## src/rtl/mpr_resp_pkg.sv

```systemverilog
// Package: shared types for the MPR read responder.
// Assumes: MR0 burst-length codes follow the DDR3 field encoding.
package mpr_resp_pkg;

    // MR0 burst-length field codes
    typedef enum logic [1:0] {
        BLM_FIXED8     = 2'b00,
        BLM_ON_THE_FLY = 2'b01,
        BLM_FIXED4     = 2'b10,
        BLM_RSVD       = 2'b11
    } blm_e;

    // What a burst needs once it has been accepted
    typedef struct packed {
        logic chop;   // 4-beat burst
        logic upper;  // second nibble of the location
        logic zero;   // reserved location: all-zero beats
    } burst_desc_t;

    localparam int BEATS_FULL = 8;
    localparam int BEATS_CHOP = 4;

endpackage

```

## src/rtl/mpr_mode_reg.sv

```systemverilog
// Module: holds the MR3 state (MPR enable and location select).
// Assumes: an MR3 write is one cycle wide; a read in the same cycle sees the old state.
module mpr_mode_reg #(
    parameter int LOC_W = 2
) (
    input  logic             clk,
    input  logic             rst_n,
    input  logic             mr3_wr,
    input  logic             en_bit,
    input  logic [LOC_W-1:0] loc_bits,
    output logic             mpr_en,
    output logic [LOC_W-1:0] mpr_loc
);

    // Latch enable and location on an MR3 write
    always_ff @(posedge clk) begin
        if (!rst_n) begin
            mpr_en  <= 1'b0;
            mpr_loc <= '0;
        end else if (mr3_wr) begin
            mpr_en  <= en_bit;
            mpr_loc <= loc_bits;
        end
    end

endmodule

```

## src/rtl/mpr_cmd_decode.sv

```systemverilog
// Module: decodes a read command into a burst descriptor and the status flags.
// Assumes: only A[2:0] and A12 matter; every other address and bank bit is ignored.
module mpr_cmd_decode
    import mpr_resp_pkg::*;
#(
    parameter int ADDR_W = 16,
    parameter int LOC_W  = 2,
    parameter int BC_BIT = 12
) (
    input  logic              clk,
    input  logic              rst_n,
    input  logic              rd_cmd,
    input  logic [ADDR_W-1:0] rd_addr,
    input  logic [1:0]        mr0_bl,
    input  logic              dll_locked,
    input  logic              mpr_en,
    input  logic [LOC_W-1:0]  mpr_loc,
    output logic              launch,
    output burst_desc_t       desc,
    output logic              err_proto,
    output logic              err_dll,
    output logic              rd_normal
);

    logic bad_addr;
    blm_e blm;

    assign blm = blm_e'(mr0_bl);

    // Burst length from the MR0 setting and, on the fly, from A12
    always_comb begin
        case (blm)
            BLM_FIXED8:     desc.chop = 1'b0;
            BLM_ON_THE_FLY: desc.chop = ~rd_addr[BC_BIT];
            BLM_FIXED4:     desc.chop = 1'b1;
            default:        desc.chop = 1'b0;
        endcase
    end

    // Nibble select is honoured only for chops; reserved locations read zero
    always_comb begin
        desc.upper = desc.chop & rd_addr[2];
        desc.zero  = (mpr_loc != '0);
        bad_addr   = (rd_addr[1:0] != 2'b00) | (~desc.chop & rd_addr[2]);
    end

    assign launch = rd_cmd & mpr_en & dll_locked;

    // Register the one-cycle status flags
    always_ff @(posedge clk) begin
        if (!rst_n) begin
            err_proto <= 1'b0;
            err_dll   <= 1'b0;
            rd_normal <= 1'b0;
        end else begin
            err_proto <= launch & bad_addr;
            err_dll   <= rd_cmd & mpr_en & ~dll_locked;
            rd_normal <= rd_cmd & ~mpr_en;
        end
    end

endmodule

```

## src/rtl/mpr_latency_pipe.sv

```systemverilog
// Module: delays an accepted burst by DEPTH cycles to model the read latency.
// Assumes: DEPTH >= 1.
module mpr_latency_pipe
    import mpr_resp_pkg::*;
#(
    parameter int DEPTH = 5
) (
    input  logic        clk,
    input  logic        rst_n,
    input  logic        in_vld,
    input  burst_desc_t in_desc,
    output logic        out_vld,
    output burst_desc_t out_desc
);

    logic        stg_vld  [DEPTH];
    burst_desc_t stg_desc [DEPTH];

    for (genvar s = 0; s < DEPTH; s++) begin : g_stage
        if (s == 0) begin : g_head
            // First stage takes the decoded command
            always_ff @(posedge clk) begin
                if (!rst_n) begin
                    stg_vld[s]  <= 1'b0;
                    stg_desc[s] <= '0;
                end else begin
                    stg_vld[s]  <= in_vld;
                    stg_desc[s] <= in_desc;
                end
            end
        end else begin : g_body
            // Later stages shift the entry along by one
            always_ff @(posedge clk) begin
                if (!rst_n) begin
                    stg_vld[s]  <= 1'b0;
                    stg_desc[s] <= '0;
                end else begin
                    stg_vld[s]  <= stg_vld[s-1];
                    stg_desc[s] <= stg_desc[s-1];
                end
            end
        end
    end

    assign out_vld  = stg_vld[DEPTH-1];
    assign out_desc = stg_desc[DEPTH-1];

endmodule

```

## src/rtl/mpr_beat_seq.sv

```systemverilog
// Module: plays out one burst of location bits and maps each bit onto the byte lanes.
// Assumes: a start while a burst is running restarts with the new burst.
module mpr_beat_seq
    import mpr_resp_pkg::*;
#(
    parameter int                  LANE_W  = 8,
    parameter int                  LANES   = 2,
    parameter logic [BEATS_FULL-1:0] PATTERN = 8'hAA
) (
    input  logic                    clk,
    input  logic                    rst_n,
    input  logic                    start,
    input  burst_desc_t             desc,
    input  logic                    lane_fill,
    output logic                    dq_valid,
    output logic [LANES*LANE_W-1:0] dq_data,
    output logic                    dq_last
);

    localparam int IDX_W  = $clog2(BEATS_FULL);
    localparam int NIB_W  = $clog2(BEATS_CHOP);
    localparam logic [IDX_W-1:0] LAST_FULL = IDX_W'(BEATS_FULL - 1);
    localparam logic [IDX_W-1:0] LAST_CHOP = IDX_W'(BEATS_CHOP - 1);

    logic              active;
    logic [IDX_W-1:0]  cnt;
    burst_desc_t       cur;
    logic [IDX_W-1:0]  last_idx;
    logic [IDX_W-1:0]  bit_idx;
    logic              beat_bit;
    logic              at_last;

    assign last_idx = cur.chop ? LAST_CHOP : LAST_FULL;
    assign at_last  = active && (cnt == last_idx);

    // Beat counter and the burst held for its duration
    always_ff @(posedge clk) begin
        if (!rst_n) begin
            active <= 1'b0;
            cnt    <= '0;
            cur    <= '0;
        end else if (start) begin
            active <= 1'b1;
            cnt    <= '0;
            cur    <= desc;
        end else if (at_last) begin
            active <= 1'b0;
            cnt    <= '0;
        end else if (active) begin
            cnt    <= cnt + 1'b1;
        end
    end

    // Pick the location bit: a chop keeps the nibble fixed by A2
    always_comb begin
        if (cur.chop) bit_idx = {cur.upper, cnt[NIB_W-1:0]};
        else          bit_idx = cnt;
        beat_bit = active & ~cur.zero & PATTERN[bit_idx];
    end

    assign dq_valid = active;
    assign dq_last  = at_last;

    for (genvar g = 0; g < LANES; g++) begin : g_lane
        assign dq_data[g*LANE_W]                 = beat_bit;
        assign dq_data[g*LANE_W+1 +: LANE_W-1]  = {(LANE_W-1){beat_bit & lane_fill}};
    end

endmodule

```

## src/rtl/mpr_read_responder.sv

```systemverilog
// Module: top of the MPR read responder; MR3 state, read decode, latency, beat output.
// Assumes: reads spaced at least one burst apart; RD_LAT >= 1.
module mpr_read_responder
    import mpr_resp_pkg::*;
#(
    parameter int                    RD_LAT  = 5,
    parameter int                    ADDR_W  = 16,
    parameter int                    BANK_W  = 3,
    parameter int                    LANE_W  = 8,
    parameter int                    LANES   = 2,
    parameter logic [BEATS_FULL-1:0] PATTERN = 8'hAA
) (
    input  logic                    clk,
    input  logic                    rst_n,
    input  logic                    mr3_wr,
    input  logic [2:0]              mr3_bits,
    input  logic [1:0]              mr0_bl,
    input  logic                    dll_locked,
    input  logic                    rd_cmd,
    input  logic [ADDR_W-1:0]       rd_addr,
    input  logic [BANK_W-1:0]       rd_bank,
    input  logic                    lane_fill,
    output logic                    dq_valid,
    output logic [LANES*LANE_W-1:0] dq_data,
    output logic                    dq_last,
    output logic                    err_proto,
    output logic                    err_dll,
    output logic                    rd_normal
);

    localparam int LOC_W = 2;

    logic             mpr_en;
    logic [LOC_W-1:0] mpr_loc;
    logic             launch;
    burst_desc_t      dec_desc;
    logic             pipe_vld;
    burst_desc_t      pipe_desc;

    mpr_mode_reg #(.LOC_W(LOC_W)) mode_i (
        .clk      (clk),
        .rst_n    (rst_n),
        .mr3_wr   (mr3_wr),
        .en_bit   (mr3_bits[2]),
        .loc_bits (mr3_bits[LOC_W-1:0]),
        .mpr_en   (mpr_en),
        .mpr_loc  (mpr_loc)
    );

    mpr_cmd_decode #(.ADDR_W(ADDR_W), .LOC_W(LOC_W)) dec_i (
        .clk        (clk),
        .rst_n      (rst_n),
        .rd_cmd     (rd_cmd),
        .rd_addr    (rd_addr),
        .mr0_bl     (mr0_bl),
        .dll_locked (dll_locked),
        .mpr_en     (mpr_en),
        .mpr_loc    (mpr_loc),
        .launch     (launch),
        .desc       (dec_desc),
        .err_proto  (err_proto),
        .err_dll    (err_dll),
        .rd_normal  (rd_normal)
    );

    mpr_latency_pipe #(.DEPTH(RD_LAT)) pipe_i (
        .clk      (clk),
        .rst_n    (rst_n),
        .in_vld   (launch),
        .in_desc  (dec_desc),
        .out_vld  (pipe_vld),
        .out_desc (pipe_desc)
    );

    mpr_beat_seq #(.LANE_W(LANE_W), .LANES(LANES), .PATTERN(PATTERN)) seq_i (
        .clk       (clk),
        .rst_n     (rst_n),
        .start     (pipe_vld),
        .desc      (pipe_desc),
        .lane_fill (lane_fill),
        .dq_valid  (dq_valid),
        .dq_data   (dq_data),
        .dq_last   (dq_last)
    );

endmodule

```

## config.mk

```make
export PLATFORM = sky130hd
export DESIGN_NAME = mpr_read_responder
export DESIGN_NICKNAME = d
export VERILOG_FILES = /design/src/rtl/mpr_resp_pkg.sv /design/src/rtl/mpr_mode_reg.sv /design/src/rtl/mpr_cmd_decode.sv /design/src/rtl/mpr_latency_pipe.sv /design/src/rtl/mpr_beat_seq.sv /design/src/rtl/mpr_read_responder.sv
export SDC_FILE = /design/constraint.sdc
export NUM_CORES = 1
export LEC_CHECK = 0
export ABC_CLOCK_PERIOD_IN_PS = 1700
export BUFFER_PORTS_ARGS = -buffer_cell sky130_fd_sc_hd__buf_2
export CORE_MARGIN = 3
export CORE_UTILIZATION = 32
export CTS_BUF_LIST = sky130_fd_sc_hd__clkbuf_2
export CTS_CLUSTER_SIZE = 8
export DETAILED_ROUTE_END_ITERATION = 16
export PLACE_DENSITY = 0.54
export SETUP_SLACK_MARGIN = 0.15
export SLEW_MARGIN = 20
export SYNTH_ARGS = -nofsm -noshare
export SYNTH_HDL_FRONTEND = slang
export SYNTH_HIERARCHICAL = 1
export SYNTH_SLANG_ARGS = --single-unit
```

## constraint.sdc

```tcl
create_clock -name clk -period 1.7 [get_ports clk]
set_clock_uncertainty 0.15 [all_clocks]
set_input_delay 0.085 -clock clk [delete_from_list [all_inputs] [get_ports clk]]
set_output_delay 0.085 -clock clk [all_outputs]
set_load 0.05 [all_outputs]
```

=== Word-level counts from Yosys, hierarchy flattened ===
Memories as Yosys holds them, arrays and structs flattened. A register that Yosys moved wholly into a read port is not among the register bits.
Cells that the tools add are included.
Widths: inputs -> output; s select.

* Add/subtract/negate cells: 1
* $lt $le $gt $ge: 1
* Equal/unequal tests: 3
* Mux-type cells: 18
* Bitwise gates (word level): 27
* Reductions and logical operators: 6

{| class="wikitable"
|+ Operators by type and width
! cell !! count
|-
| $mux 3 || 7
|-
| $or 1x1->1 || 11
|-
| $and 1x1->1 || 10
|-
| $mux 1 || 10
|-
| $not 1->1 || 6
|-
| $reduce_bool 2->1 || 3
|-
| $lt 3x4->1 const B || 1
|-
| $add 3x1->3 const B || 1
|-
| $eq 3x3->1 || 1
|-
| $reduce_or 3->1 || 1
|-
| $eq 2x1->1 const B || 1
|-
| $eq 2x2->1 const B || 1
|-
| $pmux 1 s2 || 1
|-
| $logic_and 1x1->1 || 1
|-
| $logic_not 1->1 || 1
|}

* Register bits: 10
* RAM bits: 20
* Bits in read-only memories: 8
* Output and inout bits: 21
* Word-level logic and storage cells: 66
* Memories kept: 3

{| class="wikitable"
|+ Memory list
! name !! words !! width !! read ports !! clocked after memory_dff !! write ports !! RTL line !! text
|-
| pipe_i.stg_desc || 5 || 3 || 5 || 1 || 5 || mpr_latency_pipe.sv:17 || <nowiki>burst_desc_t stg_desc [DEPTH];</nowiki>
|-
| (name not given) || 8 || 1 || 1 || 0 || 0 || mpr_beat_seq.sv:58 || <nowiki>beat_bit = active & ~cur.zero & PATTERN[bit_idx];</nowiki>
|-
| pipe_i.stg_vld || 5 || 1 || 5 || 0 || 5 || mpr_latency_pipe.sv:16 || <nowiki>logic stg_vld [DEPTH];</nowiki>
|}

=== Depth between registers and ports, before layout ===
* Word-level depth: 6
* Depth in mapped cells: 5
* Depth with buffers taken out: 5

=== By module ===
Netlist, hierarchy kept.

{| class="wikitable"
|+ Modules (own cells, without submodules)
! module !! times used !! cells an instance !! area an instance (sq um)
|-
| mpr_latency_pipe || 1 || 42 || 554.3
|-
| mpr_beat_seq || 1 || 42 || 406.6
|-
| mpr_cmd_decode || 1 || 20 || 176.4
|-
| mpr_mode_reg || 1 || 9 || 108.9
|}

=== Worst setup path before layout ===
OpenSTA, ideal clock, no wires.

* Kind: register to output
* Start: register seq_i.active, in the netlist seq_i/dq_valid
* End: output port dq_data[10]
* Data arrival time: 2.014 ns
* Setup slack: -0.549 ns
* Stages on the path, launching flop included: 5
* Buffers on the path: 2
* Path through: dfxtp_1 -> buf_4 -> and3b_1 -> and2_1 -> buf_4

* Longest elaborated chain between the ends: 3

{| class="wikitable"
|+ Ends and longest elaborated chain
! item !! RTL line !! text
|-
| from (decl) || mpr_beat_seq.sv:25 || <nowiki>logic active;</nowiki>
|-
| from (signal assigned) || mpr_beat_seq.sv:39 || <nowiki>active <= 1'b0;</nowiki>
|-
| from (signal assigned) || mpr_beat_seq.sv:43 || <nowiki>active <= 1'b1;</nowiki>
|-
| from (signal assigned) || mpr_beat_seq.sv:47 || <nowiki>active <= 1'b0;</nowiki>
|-
| $and 1x1->1 (2 in a row) || mpr_beat_seq.sv:58 ||
|-
| named net seq_i.beat_bit || mpr_beat_seq.sv:30 || <nowiki>logic beat_bit;</nowiki>
|-
| $and 1x1->1 || - ||
|-
| to (decl) || mpr_read_responder.sv:24 || <nowiki>output logic [LANES*LANE_W-1:0] dq_data,</nowiki>
|}

The timed path passes the listed nets, and every way through them passes these cells.

=== Final worst setup path ===
* Start: register seq_i.active, in the netlist seq_i/dq_valid
* End: output port dq_data[11]

* Longest elaborated chain between the ends: 3

{| class="wikitable"
|+ Ends and longest elaborated chain
! item !! RTL line !! text
|-
| $and 1x1->1 (2 in a row) || mpr_beat_seq.sv:58 ||
|-
| $and 1x1->1 || mpr_beat_seq.sv:66 || <nowiki>assign dq_data[g*LANE_W+1 +: LANE_W-1] = {(LANE_W-1){beat_bit & lane_fill}};</nowiki>
|}

Every way passes these cells.

==> flow_summary.json <==
{
  "outcome": "finished clean",
  "crit_fanout": 7,
  "start_util_pct": 34.8,
  "drc": 0,
  "crit_path_end_kind": "primary output",
  "cp.arrival_ps": 1370,
  "drive_gt1_share_pct": 42.4,
  "syn_area_per_cell_sq_um": 10.8,
  "drv_cap": 0,
  "portBuffers": 35,
  "syn-num-nets": 135,
  "dp_hpwl_um": 1170,
  "required_ps": 1460,
  "coreArea_sq_um": 3180,
  "grt_pass1_vias": 801,
  "die_w_um": 64.8,
  "powerDensity_nw_per_um2": 610,
  "root_buffer": "clkbuf_2",
  "ios": 51,
  "final.fill_count": 286,
  "clkTransAtPathRegs_ps": 220,
  "synth.cell_area_sq_um": 1110,
  "cts_tree": "built",
  "ir_drop_mv": 0.610,
  "cts_inserted_buffers": 3,
  "fmax_mhz": 622,
  "finalHoldViolCount": 0,
  "wl_per_cell_um": 11.0,
  "grt_antenna_before_repair": 0,
  "routed_via_density": 4.31,
  "finalCritPeriodShare_pct": 94.6,
  "dr.pass1.iters": 3,
  "syn2layout_area_growth_pct": 47.9,
  "cts_buffer_depth": 2,
  "num_vias": 811,
  "worstMarginPinSlew_ps": 278,
  "dp_slack_ps": 355,
  "post-route-util_pct": 51.5,
  "multi_input_area_sq_um": 447,
  "grt_pass1_wl_um": 3370,
  "nNetsFinal": 178,
  "dieArea_sq_um": 4200,
  "die_y_um": 64.8,
  "slew_headroom_pct": 81.4,
  "rsz0062_at_grt": "true",
  "syn-instance-count": 102,
  "clk_latency_ps": 360,
  "seqCellArea_sq_um": 554,
  "grt_max_degree": 26,
  "drt_iter0_drc": 35,
  "rows": 20,
  "gr-total-overflow": 0,
  "cellLeakagePower_uw": 0.000722,
  "drv_slew": 0,
  "crit_type": "reg2out",
  "yosys_warnings": 6,
  "htreeDepth": 1,
  "ant_nets": 0,
  "diodes": 0,
  "place_congestion": 0.619,
  "clock_sinks": 27,
  "routed_wirelength_um": 2070,
  "track_usage_pct": 10.3,
  "startpoint_type": "flip-flop",
  "setup_ws_ps": 92.3,
  "min_period_ps": 1610,
  "hp-class": "reg2reg",
  "finalSetupViolations": 0
}
[layout by cell type, fill, tap and decap left out, drive strengths merged]
cell         instances
buf                 37
dfxtp               27
dlygate4sd3         17
and2                17
mux2i                6
nor2b                5
inv                  5
clkbuf               4
a21oi                3
ha                   3
nand2b               2
nand2                2
a311oi               2
and3                 2
or2                  1
nand3                1
a211oi               1
and4b                1
nor2                 1
xor2                 1
and3b                1
o21ai                1
a31oi                1
nand4bb              1
a21bo                1
xnor2                1
[timing repair]
action	in CTS	in global routing
cloned	1	0
hold buffers	17	0
resized for setup	46	20
buffers inserted	2	1
endpoints found under the hold margin	25	0
setup endpoints to repair	15	18
pin swaps	2	4
[metal layers]
metal	share of wire, %	global-route usage, %	up-vias
li1	-	-	403
met5	0	0	-
met3	6.8	4.68	2
met2	56	20.1	30
met4	0.63	1.58	0
met1	37	9.85	376
[per-stage QoR]
step,cell area [sq um],std cells,power (uW),hold WS [ps],setup TNS (ps)
5_1_grt,1640,188,1050,340,-137
3_3_place_gp,1200,163,727,169,0
6_report,1640,188,997,320,0
2_1_floorplan,1110,102,705,48.8,0
4_1_cts,1560,187,1020,325,0
3_5_place_dp,1200,163,731,176,0
[area by class of cell]
class | instances | area share [%]
Clock inverter | 1 | 0.536
Multi-Input combinational cell | 54 | 27.3
Inverter | 4 | 0.918
Clock buffer | 3 | 0.918
Timing Repair Buffer | 55 | 33.1
Sequential cell | 27 | 33.9
Tap cell | 44 | 3.37
[registers in the layout, indices dropped and copies added (netlist names)]
name / flops
pipe_i/stg_vld: 5
dec_i/err_proto: 1
seq_i/dq_valid: 1
mode_i/mpr_en: 1
dec_i/rd_normal: 1
mode_i/mpr_loc: 2
pipe_i/stg_desc: 10
seq_i/cnt: 3
dec_i/err_dll: 1
seq_i/cur: 2
[worst paths after layout]
path                                                         end  slack [ps]                             start  cells after the start
worst max-delay path                                 dq_data[11]          90       seq_i/dq_valid$_SDFFE_PN0P_                      3
worst min-delay path            pipe_i/stg_desc[4][0]$_SDFF_PN0_         320  pipe_i/stg_desc[3][0]$_SDFF_PN0_                      1
worst max register to register        mode_i/mpr_en$_SDFFE_PN0P_         360        mode_i/mpr_en$_SDFFE_PN0P_                      3
worst min register to register  pipe_i/stg_desc[4][0]$_SDFF_PN0_         320  pipe_i/stg_desc[3][0]$_SDFF_PN0_                      1
[where the power goes]
part	switching, uW	leakage [uW]	internal [uW]
logic	40.5	0.000483	61.5
clock network	186	0.0000170	61.4
registers	4.08	0.000222	643
[worst max-delay path, cell delays in order (launching register included)]
cell     delay [ps]
dfxtp_4         400
and3b_2         210
and2_4          250
buf_8           170
Power figures use the tool's default switching activity.
